File: src/rtl/evt_irq_pkg.sv
package evt_irq_pkg;
    localparam int unsigned EV_WORD_BITS_DFLT = 32;
    localparam int unsigned EV_WORDS_DFLT     = 3;
    localparam int unsigned EV_LINES_DFLT     = 3;

    // Position in word zero of the summary bit for deeper word w (w >= 1).
    function automatic int unsigned summary_pos(int unsigned wbits, int unsigned nwords,
                                                int unsigned w);
        return wbits - nwords + w;
    endfunction
endpackage

File: src/rtl/evt_decode.sv
module evt_decode #(
    parameter int WBITS  = 32,
    parameter int NWORDS = 3,
    parameter int NUMW   = 7
) (
    input  logic                          vld,
    input  logic [NUMW-1:0]               num,
    output logic [NWORDS-1:0][WBITS-1:0]  hot,
    output logic [NWORDS-1:0]             word_hit
);
    localparam int LOGW = $clog2(WBITS);
    localparam int SELW = NUMW - LOGW;

    logic [SELW-1:0] wsel;
    logic [LOGW-1:0] bsel;

    assign wsel = num[NUMW-1:LOGW];
    assign bsel = num[LOGW-1:0];

    for (genvar w = 0; w < NWORDS; w++) begin : g_word
        assign word_hit[w] = vld && (wsel == SELW'(w));
        assign hot[w]      = word_hit[w] ? (WBITS'(1) << bsel) : '0;
    end
endmodule

File: src/rtl/evt_pending_bank.sv
module evt_pending_bank
    import evt_irq_pkg::*;
#(
    parameter int WBITS  = 32,
    parameter int NWORDS = 3
) (
    input  logic                          clk,
    input  logic                          rst_n,
    input  logic [NWORDS-1:0][WBITS-1:0]  set_hot,
    input  logic [NWORDS-1:0]             set_hit,
    input  logic [NWORDS-1:0][WBITS-1:0]  clr_hot,
    input  logic [NWORDS-1:0]             clr_hit,
    output logic [NWORDS-1:0][WBITS-1:0]  pend_q,
    output logic [NWORDS-1:0][WBITS-1:0]  pend_nxt
);
    logic [NWORDS-1:0][WBITS-1:0] merged;
    logic [WBITS-1:0]             sum_set;
    logic [WBITS-1:0]             sum_clr;

    // Clear first, then set, so a set always wins on a shared bit.
    always_comb begin
        for (int w = 0; w < NWORDS; w++) begin
            merged[w] = (pend_q[w] & ~clr_hot[w]) | set_hot[w];
        end
    end

    // Summary bits in word zero for each deeper word.
    always_comb begin
        sum_set = '0;
        sum_clr = '0;
        for (int w = 1; w < NWORDS; w++) begin
            if (set_hit[w]) begin
                sum_set[summary_pos(WBITS, NWORDS, w)] = 1'b1;
            end
            if (clr_hit[w] && (merged[w] == '0)) begin
                sum_clr[summary_pos(WBITS, NWORDS, w)] = 1'b1;
            end
        end
    end

    always_comb begin
        pend_nxt    = merged;
        pend_nxt[0] = (pend_q[0] & ~clr_hot[0] & ~sum_clr) | set_hot[0] | sum_set;
    end

    always_ff @(posedge clk) begin
        if (!rst_n) begin
            pend_q <= '0;
        end else begin
            pend_q <= pend_nxt;
        end
    end
endmodule

File: src/rtl/evt_mask_bank.sv
module evt_mask_bank #(
    parameter int WBITS = 32,
    parameter int NSLOT = 9,
    parameter int IDXW  = 4
) (
    input  logic                         clk,
    input  logic                         rst_n,
    input  logic                         we,
    input  logic [IDXW-1:0]              wr_idx,
    input  logic [WBITS-1:0]             wr_data,
    input  logic [IDXW-1:0]              rd_idx,
    output logic [WBITS-1:0]             rd_data,
    output logic [NSLOT-1:0][WBITS-1:0]  mask_q,
    output logic [NSLOT-1:0][WBITS-1:0]  mask_nxt
);
    always_comb begin
        for (int s = 0; s < NSLOT; s++) begin
            mask_nxt[s] = (we && (wr_idx == IDXW'(s))) ? wr_data : mask_q[s];
        end
    end

    always_comb begin
        rd_data = '0;
        for (int s = 0; s < NSLOT; s++) begin
            if (rd_idx == IDXW'(s)) begin
                rd_data = mask_q[s];
            end
        end
    end

    always_ff @(posedge clk) begin
        if (!rst_n) begin
            mask_q <= '0;
        end else begin
            mask_q <= mask_nxt;
        end
    end
endmodule

File: src/rtl/evt_irq_reduce.sv
module evt_irq_reduce #(
    parameter int WBITS  = 32,
    parameter int NWORDS = 3,
    parameter int NOUT   = 3
) (
    input  logic                               clk,
    input  logic                               rst_n,
    input  logic [NWORDS-1:0][WBITS-1:0]       pend_nxt,
    input  logic [NOUT*NWORDS-1:0][WBITS-1:0]  mask_nxt,
    output logic [NOUT-1:0]                    irq_q
);
    logic [NOUT-1:0][WBITS-1:0] acc;
    logic [NOUT-1:0]            lvl;

    always_comb begin
        for (int j = 0; j < NOUT; j++) begin
            acc[j] = '0;
            for (int w = 0; w < NWORDS; w++) begin
                acc[j] = acc[j] | (pend_nxt[w] & mask_nxt[j*NWORDS + w]);
            end
            lvl[j] = |acc[j];
        end
    end

    always_ff @(posedge clk) begin
        if (!rst_n) begin
            irq_q <= '0;
        end else begin
            irq_q <= lvl;
        end
    end
endmodule

File: src/rtl/evt_irq_mux.sv
module evt_irq_mux
    import evt_irq_pkg::*;
#(
    parameter int WBITS  = EV_WORD_BITS_DFLT,
    parameter int NWORDS = EV_WORDS_DFLT,
    parameter int NOUT   = EV_LINES_DFLT,
    localparam int NUMW  = $clog2(WBITS) + $clog2(NWORDS),
    localparam int NSLOT = NOUT * NWORDS,
    localparam int IDXW  = $clog2(NSLOT)
) (
    input  logic                     clk,
    input  logic                     rst_n,
    input  logic                     ev_set_i,
    input  logic [NUMW-1:0]          ev_set_num_i,
    input  logic                     ev_clr_i,
    input  logic [NUMW-1:0]          ev_clr_num_i,
    input  logic                     msk_wr_i,
    input  logic [IDXW-1:0]          msk_wr_idx_i,
    input  logic [WBITS-1:0]         msk_wr_data_i,
    input  logic [IDXW-1:0]          msk_rd_idx_i,
    output logic [WBITS-1:0]         msk_rd_data_o,
    output logic [NWORDS*WBITS-1:0]  pend_o,
    output logic [NOUT-1:0]          irq_o
);
    logic [NWORDS-1:0][WBITS-1:0] set_hot;
    logic [NWORDS-1:0][WBITS-1:0] clr_hot;
    logic [NWORDS-1:0]            set_hit;
    logic [NWORDS-1:0]            clr_hit;
    logic [NWORDS-1:0][WBITS-1:0] pend_q;
    logic [NWORDS-1:0][WBITS-1:0] pend_nxt;
    logic [NSLOT-1:0][WBITS-1:0]  mask_q;
    logic [NSLOT-1:0][WBITS-1:0]  mask_nxt;

    evt_decode #(.WBITS(WBITS), .NWORDS(NWORDS), .NUMW(NUMW)) u_set_dec (
        .vld      (ev_set_i),
        .num      (ev_set_num_i),
        .hot      (set_hot),
        .word_hit (set_hit)
    );

    evt_decode #(.WBITS(WBITS), .NWORDS(NWORDS), .NUMW(NUMW)) u_clr_dec (
        .vld      (ev_clr_i),
        .num      (ev_clr_num_i),
        .hot      (clr_hot),
        .word_hit (clr_hit)
    );

    evt_pending_bank #(.WBITS(WBITS), .NWORDS(NWORDS)) u_pend (
        .clk      (clk),
        .rst_n    (rst_n),
        .set_hot  (set_hot),
        .set_hit  (set_hit),
        .clr_hot  (clr_hot),
        .clr_hit  (clr_hit),
        .pend_q   (pend_q),
        .pend_nxt (pend_nxt)
    );

    evt_mask_bank #(.WBITS(WBITS), .NSLOT(NSLOT), .IDXW(IDXW)) u_mask (
        .clk      (clk),
        .rst_n    (rst_n),
        .we       (msk_wr_i),
        .wr_idx   (msk_wr_idx_i),
        .wr_data  (msk_wr_data_i),
        .rd_idx   (msk_rd_idx_i),
        .rd_data  (msk_rd_data_o),
        .mask_q   (mask_q),
        .mask_nxt (mask_nxt)
    );

    evt_irq_reduce #(.WBITS(WBITS), .NWORDS(NWORDS), .NOUT(NOUT)) u_reduce (
        .clk      (clk),
        .rst_n    (rst_n),
        .pend_nxt (pend_nxt),
        .mask_nxt (mask_nxt),
        .irq_q    (irq_o)
    );

    assign pend_o = pend_q;
endmodule

File: config.mk
export PLATFORM = sky130hd
export DESIGN_NAME = evt_irq_mux
export DESIGN_NICKNAME = d
export VERILOG_FILES = /design/src/rtl/evt_irq_pkg.sv /design/src/rtl/evt_decode.sv /design/src/rtl/evt_pending_bank.sv /design/src/rtl/evt_mask_bank.sv /design/src/rtl/evt_irq_reduce.sv /design/src/rtl/evt_irq_mux.sv
export SDC_FILE = /design/constraint.sdc
export NUM_CORES = 1
export LEC_CHECK = 0
export ABC_AREA = 0
export BUFFER_PORTS_ARGS = -buffer_cell sky130_fd_sc_hd__buf_2
export CAP_MARGIN = 5
export CORE_UTILIZATION = 35
export CTS_CLUSTER_DIAMETER = 80
export DETAILED_ROUTE_END_ITERATION = 12
export SLEW_MARGIN = 20
export SYNTH_ARGS = -nofsm -noshare
export SYNTH_HDL_FRONTEND = slang
export SYNTH_SLANG_ARGS = --single-unit
File: constraint.sdc
create_clock -name clk -period 4.5 [get_ports clk]
set_clock_uncertainty 0.05 [all_clocks]
set_input_delay 0.9 -clock clk [delete_from_list [all_inputs] [get_ports clk]]
set_output_delay 0.9 -clock clk [all_outputs]
set_load 0.03 [all_outputs]
==> impl_results.html, run 1 <==
<table>
<tr><th>Metric</th><th>Value</th></tr>
<tr><th colspan="2">Drt</th></tr>
<tr><td>Drt first pass iters</td><td>6</td></tr>
<tr><td>Total detailed-routing wirelength</td><td>102000 um</td></tr>
<tr><td>Amount of wire on met3 after detailed routing</td><td>11700 um</td></tr>
<tr><td>Met2 layer wire length in the routed design</td><td>41800 um</td></tr>
<tr><td>Uppermost metal layer occupied by signal nets</td><td>met5</td></tr>
<tr><td>Overall via count from detail_route</td><td>roughly 19000</td></tr>
<tr><td>DRC violations left</td><td>0</td></tr>
<tr><td>Via density per instance</td><td>about 6.4</td></tr>
<tr><td>Detailed-routing wirelength on met1</td><td>40300 um</td></tr>
<tr><td>Residual antenna-violating net count after detailed routing</td><td>0</td></tr>
<tr><td>Number of DRC markers in iteration 0</td><td>3034</td></tr>
<tr><td>Wire length per cell after detailed routing</td><td>34.8 um</td></tr>
<tr><th colspan="2">CTS</th></tr>
<tr><td>Clock Latency Late Sink</td><td>0.60 ns</td></tr>
<tr><td>Number of H-tree levels</td><td>2</td></tr>
<tr><td>Bufs on Longest Clock Path</td><td>3</td></tr>
<tr><td>Post_cts resized</td><td>0</td></tr>
<tr><td>CTS tree</td><td>yes</td></tr>
<tr><td>Hold buffer count at cts</td><td>0</td></tr>
<tr><td>Inserted Clock Buffers</td><td>44</td></tr>
<tr><td># clock sinks</td><td>387</td></tr>
<tr><td>Library cell used as clock root buffer</td><td>sky130_fd_sc_hd__clkbuf_16</td></tr>
<tr><td>Clock input transition at the sequential cells of the worst setup and hold paths</td><td>0.07 ns</td></tr>
<tr><td>Setup fix buffers added after clock tree synthesis</td><td>0</td></tr>
<tr><th colspan="2">Logic synthesis</th></tr>
<tr><td>Post-synthesis instance area</td><td>17900 sq um</td></tr>
<tr><td>Post-synthesis sequential area ratio</td><td>0.433</td></tr>
<tr><td>Most frequently used cell type in the post-synthesis netlist</td><td>sky130_fd_sc_hd__dfxtp_1</td></tr>
<tr><td>EDFF count, synth</td><td>0</td></tr>
<tr><td>Dominant register cell in the synthesized netlist</td><td>sky130_fd_sc_hd__dfxtp_1</td></tr>
<tr><td>Ys async rst share</td><td>0</td></tr>
<tr><td>Flop and latch count out of synthesis</td><td>387</td></tr>
<tr><td>Count of cell types in the netlist</td><td>63</td></tr>
<tr><td>Commonest cells post-synth</td><td>sky130_fd_sc_hd__dfxtp_1 (387), sky130_fd_sc_hd__nor2_1 (343), sky130_fd_sc_hd__mux2i_1 (244), sky130_fd_sc_hd__o21ai_0 (133), sky130_fd_sc_hd__clkbuf_1 (129)</td></tr>
<tr><td>Mapped Avg Cell Area</td><td>9.00 sq um</td></tr>
<tr><td>Syn. warnings</td><td>0</td></tr>
<tr><td>Number of instances in the synthesized netlist</td><td>1988</td></tr>
<tr><td>Synthesized net count</td><td>2047</td></tr>
<tr><td>Library cell occupying the most area in the post-synthesis netlist</td><td>sky130_fd_sc_hd__dfxtp_1</td></tr>
<tr><td>Area contributors post-synth</td><td>sky130_fd_sc_hd__dfxtp_1 (43%), sky130_fd_sc_hd__mux2i_1 (14%), sky130_fd_sc_hd__nor2_1 (7.2%)</td></tr>
<tr><td>Area share of the largest cell type after synthesis</td><td>0.433</td></tr>
<tr><th colspan="2">Layout</th></tr>
<tr><td>Sequential cell area</td><td>7750 sq um</td></tr>
<tr><td>Number of fillers in the final layout</td><td>5059</td></tr>
<tr><td>Share of layout cells above drive strength 1</td><td>0.211</td></tr>
<tr><td>Multi-input logic area</td><td>between 9000 and 10000 sq um</td></tr>
<tr><td>Final cell area excluding filler cells</td><td>21900 sq um</td></tr>
<tr><td>Net count, final</td><td>2272</td></tr>
<tr><td>Layout overhead on the synthesized area</td><td>22.6%</td></tr>
<tr><th colspan="2">Run status</th></tr>
<tr><td>Run status</td><td>finished clean</td></tr>
<tr><th colspan="2">Critical path</th></tr>
<tr><td>CP Class</td><td>input port to flip-flop</td></tr>
<tr><td>Endpoint of the worst register-to-register path</td><td>u_reduce.irq_q[2]</td></tr>
<tr><td>Crit path cell chain</td><td>buf_2, nor2_1, nand4b_2, buf_12, mux2i_1, a2bb2o_1, nor4_1, buf_4, nand4_1, o41ai_2, o311ai_1</td></tr>
<tr><td>Top Family by Delay on Critical Path</td><td>simple AND/OR/NAND/NOR gates</td></tr>
<tr><td>Bufs and invs on worst path</td><td>3</td></tr>
<tr><td>Source of the critical timing path</td><td>msk_wr_idx_i[0]</td></tr>
<tr><td>Reg2reg path depth</td><td>7</td></tr>
<tr><td>Type of destination of the critical path</td><td>flip-flop</td></tr>
<tr><td>Reg-to-reg slack, setup</td><td>1.45 ns</td></tr>
<tr><td>Critical path arrival</td><td>4.67 ns</td></tr>
<tr><td>Maximum fanout along the worst path</td><td>15</td></tr>
<tr><td>Type of element launching the critical path</td><td>input port</td></tr>
<tr><td>Critical Path Max Stage Delay</td><td>roughly 0.77 ns</td></tr>
<tr><td>Data required time of the critical path</td><td>around 4.9 ns</td></tr>
<tr><td>Reg2Reg Launch Point</td><td>u_mask.mask_q[277]</td></tr>
<tr><td>CP max stage cell</td><td>sky130_fd_sc_hd__mux2i_1</td></tr>
<tr><th colspan="2">STA</th></tr>
<tr><td>Count of endpoints failing setup in the final report</td><td>0</td></tr>
<tr><td>Final worst-path cycle share</td><td>0.949</td></tr>
<tr><td>Final number of max-transition violations</td><td>0</td></tr>
<tr><td>Max transition margin</td><td>0.334</td></tr>
<tr><td>Highest Clock Rate</td><td>~0.23 GHz</td></tr>
<tr><td>Worst setup slack after layout</td><td>approximately 0.23 ns</td></tr>
<tr><td>Transition at the pin with the smallest max-transition slack</td><td>0.971 ns</td></tr>
<tr><td>Unrepaired setup endpoints after global routing</td><td>false</td></tr>
<tr><td>Number of endpoints with negative hold slack in the final report</td><td>0</td></tr>
<tr><td>Minimum clock period after layout</td><td>4.27 ns</td></tr>
<tr><th colspan="2">Pwr</th></tr>
<tr><td>Power per unit of standard cell area</td><td>around 350 nW/um^2</td></tr>
<tr><td>Net switching power</td><td>approximately 2.0 mW</td></tr>
<tr><td>Sequential group share of total power</td><td>0.455</td></tr>
<tr><td>Part of the power in the clock network</td><td>0.467</td></tr>
<tr><td>Internal power of the cells</td><td>5.64 mW</td></tr>
<tr><td>Maximum vdd drop</td><td>between 200 and 300 uV</td></tr>
<tr><td>Leakage power figure</td><td>9.33 nW</td></tr>
<tr><td>Share of total power in combinational logic</td><td>0.078</td></tr>
<tr><td>Switching share of total power</td><td>0.264</td></tr>
<tr><th colspan="2">Placement</th></tr>
<tr><td>Total cell area at the placement stage</td><td>20500 sq um</td></tr>
<tr><td>Post-place setup slack</td><td>-0.176 ns</td></tr>
<tr><td>Port-buffer cells</td><td>189</td></tr>
<tr><td>GP Congestion</td><td>1.13</td></tr>
<tr><td>HPWL Detailed</td><td>~77000 um</td></tr>
<tr><th colspan="2">Worst hold path</th></tr>
<tr><td>Hold Path Depth</td><td>2</td></tr>
<tr><td>Min-Delay Endpoint</td><td>u_mask.mask_q[221]</td></tr>
<tr><td>Start point of the worst min-delay path</td><td>u_mask.mask_q[221]</td></tr>
<tr><td>Worst min-delay path class</td><td>flip-flop to flip-flop</td></tr>
<tr><th colspan="2">Floorplan</th></tr>
<tr><td>Number of ports placed on the die boundary</td><td>190</td></tr>
<tr><td>Width of the die</td><td>228 um</td></tr>
<tr><td>Core Footprint</td><td>50300 sq um</td></tr>
<tr><td>Die Area</td><td>52000 sq um</td></tr>
<tr><td>Starting density of the core</td><td>0.356</td></tr>
<tr><td>Site row count</td><td>82</td></tr>
<tr><td>Height of the die</td><td>about 230 um</td></tr>
<tr><th colspan="2">Flow run</th></tr>
<tr><td>Count of max-cap constraint violations</td><td>0</td></tr>
<tr><th colspan="2">Global routing</th></tr>
<tr><td>Number of global-route vias before repair</td><td>around 18000</td></tr>
<tr><td>Largest net degree at the start of global routing</td><td>112</td></tr>
<tr><td>Global-route usage over all layers</td><td>0.378</td></tr>
<tr><td>First-pass GRT wire length</td><td>139000 um</td></tr>
<tr><td>Grt ovf</td><td>0</td></tr>
<tr><td>Number of antenna violations at the first check in global routing</td><td>10</td></tr>
</table>
## worst max-delay path by stage
stage,slack (ns),depth (start not counted),end
3_5_place_dp,-0.18,11,u_reduce.irq_q[2]
2_1_floorplan,0.73,9,u_reduce.irq_q[2]
3_3_place_gp,-0.18,11,u_reduce.irq_q[2]
4_1_cts,0.44,11,u_reduce.irq_q[2]
5_1_grt,0.23,11,u_reduce.irq_q[2]
6_report,0.23,11,u_reduce.irq_q[2]
## stage by stage
| stage | hold slack, ns | utilization | setup TNS, ns | power, mW | cells |
|---|---|---|---|---|---|
| floorplan | 0.405 | - | 0 | 3.86 | 1988 |
| global placement | 0.447 | 0.409 | -0.182 | 4.13 | 2839 |
| detailed placement | 0.453 | 0.409 | -0.176 | 4.13 | 2839 |
| CTS | 0.468 | 0.436 | 0 | 7.64 | 2914 |
| global route | 0.508 | 0.436 | 0 | 7.81 | 2914 |
| finish | 0.475 | 0.436 | 0 | 7.67 | 2918 |
## metal layers
layer	GRT usage	vias to the layer above
li1	-	7730
met1	0.505	9148
met2	0.549	1481
met3	0.0850	331
met4	0.239	10
met5	0	-
## registers in the layout (all words and copies together) (netlist names)
name,count
u_pend.pend_q,96
u_reduce.irq_q,3
u_mask.mask_q,288
## logic make-up (layout without fill, tap and decap cells)
group | after synthesis | count (layout) | synth area share
simple gates | 648 | 648 | 0.179
other cells | 0 | 4 | 0
mux | 288 | 288 | 0.164
flops | 387 | 387 | 0.433
buf+inv | 165 | 419 | 0.0364
compound gates | 500 | 500 | 0.187
## worst register-to-register path, delay by kind of cell (launching register included)
kind / cells / cell delay (ns)
buffers and inverters: 1 / 0.22
DFF: 1 / 0.31
muxes: 1 / 0.76
and+or+nand+nor: 2 / 0.63
AOI/OAI and AO/OA: 3 / 0.94
## area by class of cell
class,instances,share of cell area
antenna,4,0.000456
tap,672,0.0383
multi-input combinational,1436,0.436
clock buffer,60,0.0557
timing repair buffer,338,0.107
inverter,6,0.00137
clock inverter,15,0.00724
sequential,387,0.353
## power groups by stage
stage	clock [mW]	sequential [mW]	combinational [mW]
after floorplan	0	3.56	0.293
after global placement	0	3.56	0.568
after detailed placement	0	3.56	0.570
after CTS	3.58	3.49	0.571
after global routing	3.72	3.49	0.601
final	3.58	3.49	0.595
## cell usage in the layout (no fill, tap or decap), types with 11 or more instances in the layout
master / netlist / final
sky130_fd_sc_hd__nand3_1: 11 / 11
sky130_fd_sc_hd__o21a_1: 80 / 80
sky130_fd_sc_hd__o21ai_0: 133 / 132
sky130_fd_sc_hd__nand4bb_1: 12 / 12
sky130_fd_sc_hd__buf_2: 17 / 189
sky130_fd_sc_hd__buf_12: 0 / 23
sky130_fd_sc_hd__o22ai_1: 100 / 100
sky130_fd_sc_hd__nor2_1: 343 / 340
sky130_fd_sc_hd__a22oi_1: 118 / 118
sky130_fd_sc_hd__mux2i_1: 244 / 244
sky130_fd_sc_hd__mux2_2: 42 / 42
sky130_fd_sc_hd__nor4_1: 24 / 23
sky130_fd_sc_hd__and2_1: 60 / 60
sky130_fd_sc_hd__dfxtp_1: 387 / 387
sky130_fd_sc_hd__nor2b_1: 14 / 13
sky130_fd_sc_hd__o21ai_1: 12 / 13
sky130_fd_sc_hd__clkbuf_16: 0 / 45
sky130_fd_sc_hd__nand2_1: 67 / 66
sky130_fd_sc_hd__buf_4: 0 / 126
sky130_fd_sc_hd__nand4_1: 40 / 40
sky130_fd_sc_hd__clkbuf_1: 129 / 11
(Power assumes the default switching activity.)
==> run 2: changes to the inputs <==
==> constraint.sdc (replaced) <==
create_clock -name clk -period 4.4 [get_ports clk]
set_clock_uncertainty 0.05 [all_clocks]
set_input_delay 0.88 -clock clk [delete_from_list [all_inputs] [get_ports clk]]
set_output_delay 0.88 -clock clk [all_outputs]
set_load 0.03 [all_outputs]
==> run 2 against run 1 <==
Critical path depth decreased by 3. Core utilization increased by 1.2 points. Final area increased by 2.7%.
==> impl_results.html, run 2 (synthesized netlist as in run 1, its figures left out) <==
<table>
<tr><th>Metric</th><th>Value</th></tr>
<tr><th colspan="2">Placement</th></tr>
<tr><td>GP Congestion</td><td>about 1.1</td></tr>
<tr><td>HPWL Detailed</td><td>roughly 83000 um</td></tr>
<tr><td>Port-buffer cells</td><td>189</td></tr>
<tr><th colspan="2">Layout</th></tr>
<tr><td>Net count, final</td><td>2336</td></tr>
<tr><td>Max FFs per register</td><td>288</td></tr>
<tr><td>Most frequent standard cell in the layout excluding fill and tap cells</td><td>sky130_fd_sc_hd__dfxtp_1</td></tr>
<tr><td>Most used cells in the layout excluding fill and tap cells</td><td>sky130_fd_sc_hd__dfxtp_1 (387), sky130_fd_sc_hd__nor2_1 (340), sky130_fd_sc_hd__mux2i_1 (244)</td></tr>
<tr><td>Register containing the most flip-flops in the final layout</td><td>u_mask.mask_q</td></tr>
<tr><td>Number of fillers in the final layout</td><td>approximately 5100</td></tr>
<tr><td>Sequential cell area</td><td>7750 sq um</td></tr>
<tr><td>Share of layout cells above drive strength 1</td><td>0.231</td></tr>
<tr><td>Layout overhead on the synthesized area</td><td>26.0%</td></tr>
<tr><td>Registers with the most flip-flops</td><td>u_mask.mask_q x288, u_pend.pend_q x96, u_reduce.irq_q x3</td></tr>
<tr><td>Multi-input logic area</td><td>between 9000 and 10000 sq um</td></tr>
<tr><th colspan="2">Critical path</th></tr>
<tr><td>Critical Path Max Stage Delay</td><td>0.60 ns</td></tr>
<tr><td>CP Class</td><td>input port to output pin</td></tr>
<tr><td>Data required time of the critical path</td><td>3.47 ns</td></tr>
<tr><td>Maximum fanout along the worst path</td><td>13</td></tr>
<tr><td>Type of destination of the critical path</td><td>output pin</td></tr>
<tr><td>Critical path arrival</td><td>roughly 3.2 ns</td></tr>
<tr><td>Type of element launching the critical path</td><td>input port</td></tr>
<tr><td>CP max stage cell</td><td>sky130_fd_sc_hd__o21ai_0</td></tr>
<tr><td>Crit path cell chain</td><td>buf_2, nor2b_1, nand2_1, or2_2, buf_4, o21ai_0, nand2_1, buf_2</td></tr>
<tr><th colspan="2">Global routing</th></tr>
<tr><td>Global-route usage over all layers</td><td>0.404</td></tr>
<tr><td>Grt ovf</td><td>0</td></tr>
<tr><td>Number of antenna violations at the first check in global routing</td><td>4</td></tr>
<tr><td>Number of global-route vias before repair</td><td>~18000</td></tr>
<tr><td>First-pass GRT wire length</td><td>between 100000 and 150000 um</td></tr>
<tr><td>Largest net degree at the start of global routing</td><td>110</td></tr>
<tr><th colspan="2">Run status</th></tr>
<tr><td>Run status</td><td>finished clean</td></tr>
<tr><th colspan="2">Drt</th></tr>
<tr><td>Drt first pass iters</td><td>8</td></tr>
<tr><td>Overall via count from detail_route</td><td>roughly 19000</td></tr>
<tr><td>Via density per instance</td><td>6.33</td></tr>
<tr><td>DRC violations left</td><td>0</td></tr>
<tr><td>Total detailed-routing wirelength</td><td>108000 um</td></tr>
<tr><td>Residual antenna-violating net count after detailed routing</td><td>0</td></tr>
<tr><td>Wire length per cell after detailed routing</td><td>36.2 um</td></tr>
<tr><td>Number of DRC markers in iteration 0</td><td>2720</td></tr>
<tr><th colspan="2">Floorplan</th></tr>
<tr><td>Width of the die</td><td>228 um</td></tr>
<tr><td>Core Footprint</td><td>50300 sq um</td></tr>
<tr><td>Site row count</td><td>82</td></tr>
<tr><td>Die Area</td><td>52000 sq um</td></tr>
<tr><td>Height of the die</td><td>228 um</td></tr>
<tr><td>Number of ports placed on the die boundary</td><td>190</td></tr>
<tr><td>Starting density of the core</td><td>0.356</td></tr>
<tr><th colspan="2">STA</th></tr>
<tr><td>Total negative slack for setup checks</td><td>0 ns</td></tr>
<tr><td>Final worst-path cycle share</td><td>0.930</td></tr>
<tr><td>Count of endpoints failing setup in the final report</td><td>0</td></tr>
<tr><td>Transition at the pin with the smallest max-transition slack</td><td>between 0.8 and 0.9 ns</td></tr>
<tr><td>Final number of max-transition violations</td><td>0</td></tr>
<tr><td>Highest Clock Rate</td><td>approximately 0.24 GHz</td></tr>
<tr><td>Tightest hold margin</td><td>0.472 ns</td></tr>
<tr><td>Unrepaired setup endpoints after global routing</td><td>false</td></tr>
<tr><td>Max transition margin</td><td>0.433</td></tr>
<tr><td>Number of endpoints with negative hold slack in the final report</td><td>0</td></tr>
<tr><td>Minimum clock period after layout</td><td>about 4.1 ns</td></tr>
<tr><th colspan="2">CTS</th></tr>
<tr><td>Bufs on Longest Clock Path</td><td>3</td></tr>
<tr><td>Clock Latency Late Sink</td><td>approximately 0.61 ns</td></tr>
<tr><td>Clock input transition at the sequential cells of the worst setup and hold paths</td><td>0.06 ns</td></tr>
<tr><td>CTS tree</td><td>yes</td></tr>
<tr><td>Hold buffer count at cts</td><td>0</td></tr>
<tr><td># clock sinks</td><td>between 300 and 400</td></tr>
<tr><td>Post_cts resized</td><td>0</td></tr>
<tr><td>Inserted Clock Buffers</td><td>46</td></tr>
<tr><td>Setup fix buffers added after clock tree synthesis</td><td>0</td></tr>
<tr><td>Library cell used as clock root buffer</td><td>sky130_fd_sc_hd__clkbuf_16</td></tr>
<tr><td>Number of H-tree levels</td><td>2</td></tr>
<tr><th colspan="2">Flow run</th></tr>
<tr><td>Count of max-cap constraint violations</td><td>0</td></tr>
<tr><th colspan="2">Worst hold path</th></tr>
<tr><td>Worst min-delay path class</td><td>flip-flop to flip-flop</td></tr>
<tr><th colspan="2">Pwr</th></tr>
<tr><td>Maximum vdd drop</td><td>approximately 230 uV</td></tr>
<tr><td>Power per unit of standard cell area</td><td>357 nW/um^2</td></tr>
<tr><td>Leakage power figure</td><td>9.68 nW</td></tr>
</table>
[run 2: per-layer routing]
| layer | GRT usage | wire length (um) | vias to the layer above |
|---|---|---|---|
| li1 | - | - | 7839 |
| met1 | 0.532 | 43800 | 9415 |
| met2 | 0.611 | 46400 | 1352 |
| met3 | 0.0899 | 10900 | 265 |
| met4 | 0.224 | 6820 | 6 |
| met5 | 0 | 43 | - |
[run 2: path summary, 6_finish.rpt]
check,start,end,slack [ns],depth (start not counted)
worst max-delay path,msk_rd_idx_i[2],msk_rd_data_o[3],0.31,8
worst min-delay path,u_mask.mask_q[145],u_mask.mask_q[145],0.47,2
worst max register to register,u_pend.pend_q[83],u_reduce.irq_q[1],1.35,8
worst min register to register,u_mask.mask_q[145],u_mask.mask_q[145],0.47,2
[run 2: critical path, delay by kind of cell]
| kind | cells | cell delay, ns |
|---|---|---|
| buf+inv | 3 | 0.70 |
| compound gates | 1 | 0.60 |
| simple gates | 4 | 0.95 |
[run 2: area by class of cell]
cell class,count,area share
multi-input combinational,1436,0.425
sequential,387,0.344
timing repair buffer,400,0.127
clock buffer,76,0.0629
tap,672,0.0373
clock inverter,5,0.00233
inverter,6,0.00133
antenna,1,0.000111
[run 2: report_power, final]
group | internal, mW | switching, mW | total [mW]
sequential | 3.54 | 0.0261 | 3.57
clock | 2.24 | 1.60 | 3.84
combinational | 0.177 | 0.463 | 0.640
[run 2: metrics by stage]
step	setup WS, ns	power [mW]	cells	cell area [sq um]	util
after floorplan	0.653	3.94	1988	17900	-
after global placement	-0.0185	4.26	2901	21100	0.419
after detailed placement	-0.108	4.26	2901	21100	0.419
after CTS	0.419	8.03	2982	22500	0.448
after global routing	0.363	8.21	2982	22500	0.448
final	0.308	8.05	2983	22500	0.448
==> run 3: changes to the inputs <==
--- a/config.mk
+++ b/config.mk
@@ -7,7 +7,7 @@
 export LEC_CHECK = 0
 export ABC_AREA = 0
 export BUFFER_PORTS_ARGS = -buffer_cell sky130_fd_sc_hd__buf_2
-export CAP_MARGIN = 5
+export CAP_MARGIN = 20
 export CORE_UTILIZATION = 35
 export CTS_CLUSTER_DIAMETER = 80
 export DETAILED_ROUTE_END_ITERATION = 12
==> constraint.sdc (replaced) <==
create_clock -name clk -period 4.56 [get_ports clk]
set_clock_uncertainty 0.05 [all_clocks]
set_input_delay 0.912 -clock clk [delete_from_list [all_inputs] [get_ports clk]]
set_output_delay 0.912 -clock clk [all_outputs]
set_load 0.03 [all_outputs]
==> run 3 against run 2 <==
Global-route usage fell by 0.93 points. Non-clock buffer count down 58. Die area unchanged. Critical path type unchanged.
==> impl_results.html, run 3 (synthesized netlist as in run 1, its figures left out) <==
<table>
<tr><th>Metric</th><th>Value</th></tr>
<tr><th colspan="2">CTS</th></tr>
<tr><td>Clock input transition at the sequential cells of the worst setup and hold paths</td><td>around 0.060 ns</td></tr>
<tr><td>Number of H-tree levels</td><td>2</td></tr>
<tr><td>Inserted Clock Buffers</td><td>45</td></tr>
<tr><td>Setup fix buffers added after clock tree synthesis</td><td>0</td></tr>
<tr><td>Clock Latency Late Sink</td><td>0.60 ns</td></tr>
<tr><td>Library cell used as clock root buffer</td><td>sky130_fd_sc_hd__clkbuf_16</td></tr>
<tr><td># clock sinks</td><td>between 300 and 400</td></tr>
<tr><td>Post_cts resized</td><td>0</td></tr>
<tr><td>Bufs on Longest Clock Path</td><td>3</td></tr>
<tr><td>CTS tree</td><td>yes</td></tr>
<tr><td>Hold buffer count at cts</td><td>0</td></tr>
<tr><th colspan="2">Layout</th></tr>
<tr><td>Max FFs per register</td><td>~290</td></tr>
<tr><td>Net count, final</td><td>between 2000 and 2500</td></tr>
<tr><td>Most used cells in the layout excluding fill and tap cells</td><td>sky130_fd_sc_hd__dfxtp_1 (387), sky130_fd_sc_hd__nor2_1 (340), sky130_fd_sc_hd__mux2i_1 (244)</td></tr>
<tr><td>Registers with the most flip-flops</td><td>u_mask.mask_q x288, u_pend.pend_q x96, u_reduce.irq_q x3</td></tr>
<tr><td>Share of the core filled with cells in the final layout</td><td>0.441</td></tr>
<tr><td>Number of fillers in the final layout</td><td>4998</td></tr>
<tr><td>Share of layout cells above drive strength 1</td><td>0.217</td></tr>
<tr><td>Layout overhead on the synthesized area</td><td>23.9%</td></tr>
<tr><td>Most frequent standard cell in the layout excluding fill and tap cells</td><td>sky130_fd_sc_hd__dfxtp_1</td></tr>
<tr><td>Register containing the most flip-flops in the final layout</td><td>u_mask.mask_q</td></tr>
<tr><td>Final cell area excluding filler cells</td><td>roughly 22000 sq um</td></tr>
<tr><th colspan="2">Critical path</th></tr>
<tr><td>Reg2Reg Launch Point</td><td>u_pend.pend_q[81]</td></tr>
<tr><td>Reg2reg path depth</td><td>9</td></tr>
<tr><td>Data required time of the critical path</td><td>3.60 ns</td></tr>
<tr><td>Endpoint of the worst register-to-register path</td><td>u_reduce.irq_q[0]</td></tr>
<tr><td>Type of destination of the critical path</td><td>output pin</td></tr>
<tr><td>Type of element launching the critical path</td><td>input port</td></tr>
<tr><td>Maximum fanout along the worst path</td><td>24</td></tr>
<tr><td>Critical path arrival</td><td>3.15 ns</td></tr>
<tr><td>CP Class</td><td>input port to output pin</td></tr>
<tr><td>Reg-to-reg slack, setup</td><td>between 1.5 and 2 ns</td></tr>
<tr><th colspan="2">STA</th></tr>
<tr><td>Final worst-path cycle share</td><td>0.901</td></tr>
<tr><td>Total negative slack for setup checks</td><td>0 ns</td></tr>
<tr><td>Max transition margin</td><td>0.260</td></tr>
<tr><td>Transition at the pin with the smallest max-transition slack</td><td>1.10 ns</td></tr>
<tr><td>Minimum clock period after layout</td><td>just over 4 ns</td></tr>
<tr><td>Count of endpoints failing setup in the final report</td><td>0</td></tr>
<tr><td>Worst setup slack after layout</td><td>0.452 ns</td></tr>
<tr><td>Final number of max-transition violations</td><td>0</td></tr>
<tr><td>Highest Clock Rate</td><td>0.243 GHz</td></tr>
<tr><td>Number of endpoints with negative hold slack in the final report</td><td>0</td></tr>
<tr><td>Unrepaired setup endpoints after global routing</td><td>false</td></tr>
<tr><th colspan="2">Placement</th></tr>
<tr><td>HPWL Detailed</td><td>80400 um</td></tr>
<tr><td>Port-buffer cells</td><td>between 150 and 200</td></tr>
<tr><td>GP Congestion</td><td>~1.1</td></tr>
<tr><td>Post-place setup slack</td><td>0.0565 ns</td></tr>
<tr><td>Total cell area at the placement stage</td><td>approximately 21000 sq um</td></tr>
<tr><th colspan="2">Drt</th></tr>
<tr><td>Overall via count from detail_route</td><td>between 15000 and 20000</td></tr>
<tr><td>Wire length per cell after detailed routing</td><td>36.2 um</td></tr>
<tr><td>Residual antenna-violating net count after detailed routing</td><td>0</td></tr>
<tr><td>DRC violations left</td><td>0</td></tr>
<tr><td>Drt first pass iters</td><td>8</td></tr>
<tr><td>Total detailed-routing wirelength</td><td>106000 um</td></tr>
<tr><td>Via density per instance</td><td>6.42</td></tr>
<tr><td>Number of DRC markers in iteration 0</td><td>approximately 2800</td></tr>
<tr><th colspan="2">Pwr</th></tr>
<tr><td>Part of the power in the clock network</td><td>0.497</td></tr>
<tr><td>Net switching power</td><td>2.05 mW</td></tr>
<tr><td>Sequential group share of total power</td><td>0.428</td></tr>
<tr><td>Power per unit of standard cell area</td><td>363 nW/um^2</td></tr>
<tr><td>Share of total power in combinational logic</td><td>0.075</td></tr>
<tr><td>Switching share of total power</td><td>0.255</td></tr>
<tr><td>Maximum vdd drop</td><td>256 uV</td></tr>
<tr><td>Leakage power figure</td><td>9.47 nW</td></tr>
<tr><td>Power Total</td><td>between 8 and 9 mW</td></tr>
<tr><td>Internal power of the cells</td><td>5.99 mW</td></tr>
<tr><th colspan="2">Global routing</th></tr>
<tr><td>Largest net degree at the start of global routing</td><td>96</td></tr>
<tr><td>Number of antenna violations at the first check in global routing</td><td>5</td></tr>
<tr><td>Number of global-route vias before repair</td><td>17600</td></tr>
<tr><td>Grt ovf</td><td>0</td></tr>
<tr><td>First-pass GRT wire length</td><td>144000 um</td></tr>
<tr><td>Global-route usage over all layers</td><td>0.395</td></tr>
<tr><th colspan="2">Flow run</th></tr>
<tr><td>Count of max-cap constraint violations</td><td>0</td></tr>
<tr><th colspan="2">Worst hold path</th></tr>
<tr><td>Min-Delay Endpoint</td><td>u_mask.mask_q[196]</td></tr>
<tr><td>Worst min-delay path class</td><td>flip-flop to flip-flop</td></tr>
<tr><td>Start point of the worst min-delay path</td><td>u_mask.mask_q[196]</td></tr>
<tr><td>Hold Path Depth</td><td>2</td></tr>
<tr><th colspan="2">Floorplan</th></tr>
<tr><td>Die Area</td><td>52000 sq um</td></tr>
<tr><td>Starting density of the core</td><td>0.356</td></tr>
<tr><td>Number of ports placed on the die boundary</td><td>190</td></tr>
<tr><td>Site row count</td><td>82</td></tr>
<tr><td>Width of the die</td><td>around 230 um</td></tr>
<tr><td>Height of the die</td><td>228 um</td></tr>
<tr><td>Core Footprint</td><td>50300 sq um</td></tr>
<tr><th colspan="2">Run status</th></tr>
<tr><td>Run status</td><td>finished clean</td></tr>
</table>
run 3: routing by layer:
metal | vias up | share of wire | GRT usage | wire [um]
met5 | - | 0.00025 | 0 | 27
met4 | 4 | 0.073 | 0.254 | 7690
met3 | 322 | 0.11 | 0.0799 | 11200
met2 | 1414 | 0.42 | 0.583 | 44500
met1 | 9335 | 0.40 | 0.524 | 42600
li1 | 7734 | - | - | -
run 3: critical path, stage by stage:
cell                      delay, ns
sky130_fd_sc_hd__buf_2         0.20
sky130_fd_sc_hd__nor2b_1       0.23
sky130_fd_sc_hd__nand2_1       0.09
sky130_fd_sc_hd__or2_2         0.57
sky130_fd_sc_hd__o21ai_0       0.67
sky130_fd_sc_hd__nand2_1       0.22
sky130_fd_sc_hd__buf_2         0.23
run 3: stage by stage:
step / hold slack, ns / instances
floorplan: 0.405 / 1988
CTS: 0.466 / 2927
detailed placement: 0.452 / 2843
global placement: 0.447 / 2843
global route: 0.514 / 2927
finish: 0.468 / 2931
run 3: layout make-up:
type | count | area (sq um) | area share
diodes | 4 | 10.0 | 0.000452
clock buffers | 65 | 1360 | 0.0615
clock inverters | 19 | 254 | 0.0115
inverters | 6 | 30.0 | 0.00135
multi-input cells | 1436 | 9570 | 0.432
flip-flops and latches | 387 | 7750 | 0.350
well taps | 672 | 841 | 0.0379
repair buffers | 342 | 2340 | 0.106
run 3: worst max-delay path by stage:
stage | from | to | slack, ns | cells after the start
after CTS | msk_rd_idx_i[2] | msk_rd_data_o[9] | 0.54 | 7
after global routing | msk_rd_idx_i[2] | msk_rd_data_o[9] | 0.41 | 7
after floorplan | msk_wr_idx_i[3] | u_reduce.irq_q[2] | 0.78 | 9
after global placement | msk_wr_idx_i[3] | u_reduce.irq_q[2] | 0.08 | 10
after detailed placement | msk_wr_idx_i[3] | u_reduce.irq_q[2] | 0.06 | 10
final | msk_rd_idx_i[2] | msk_rd_data_o[9] | 0.45 | 7
run 3: power groups by stage:
stage	Combinational, mW	Clock (mW)	Sequential, mW
after floorplan	0.289	0	3.52
after global placement	0.578	0	3.52
after detailed placement	0.576	0	3.52
after CTS	0.577	4.01	3.44
after global routing	0.606	4.13	3.44
final	0.600	4.00	3.44
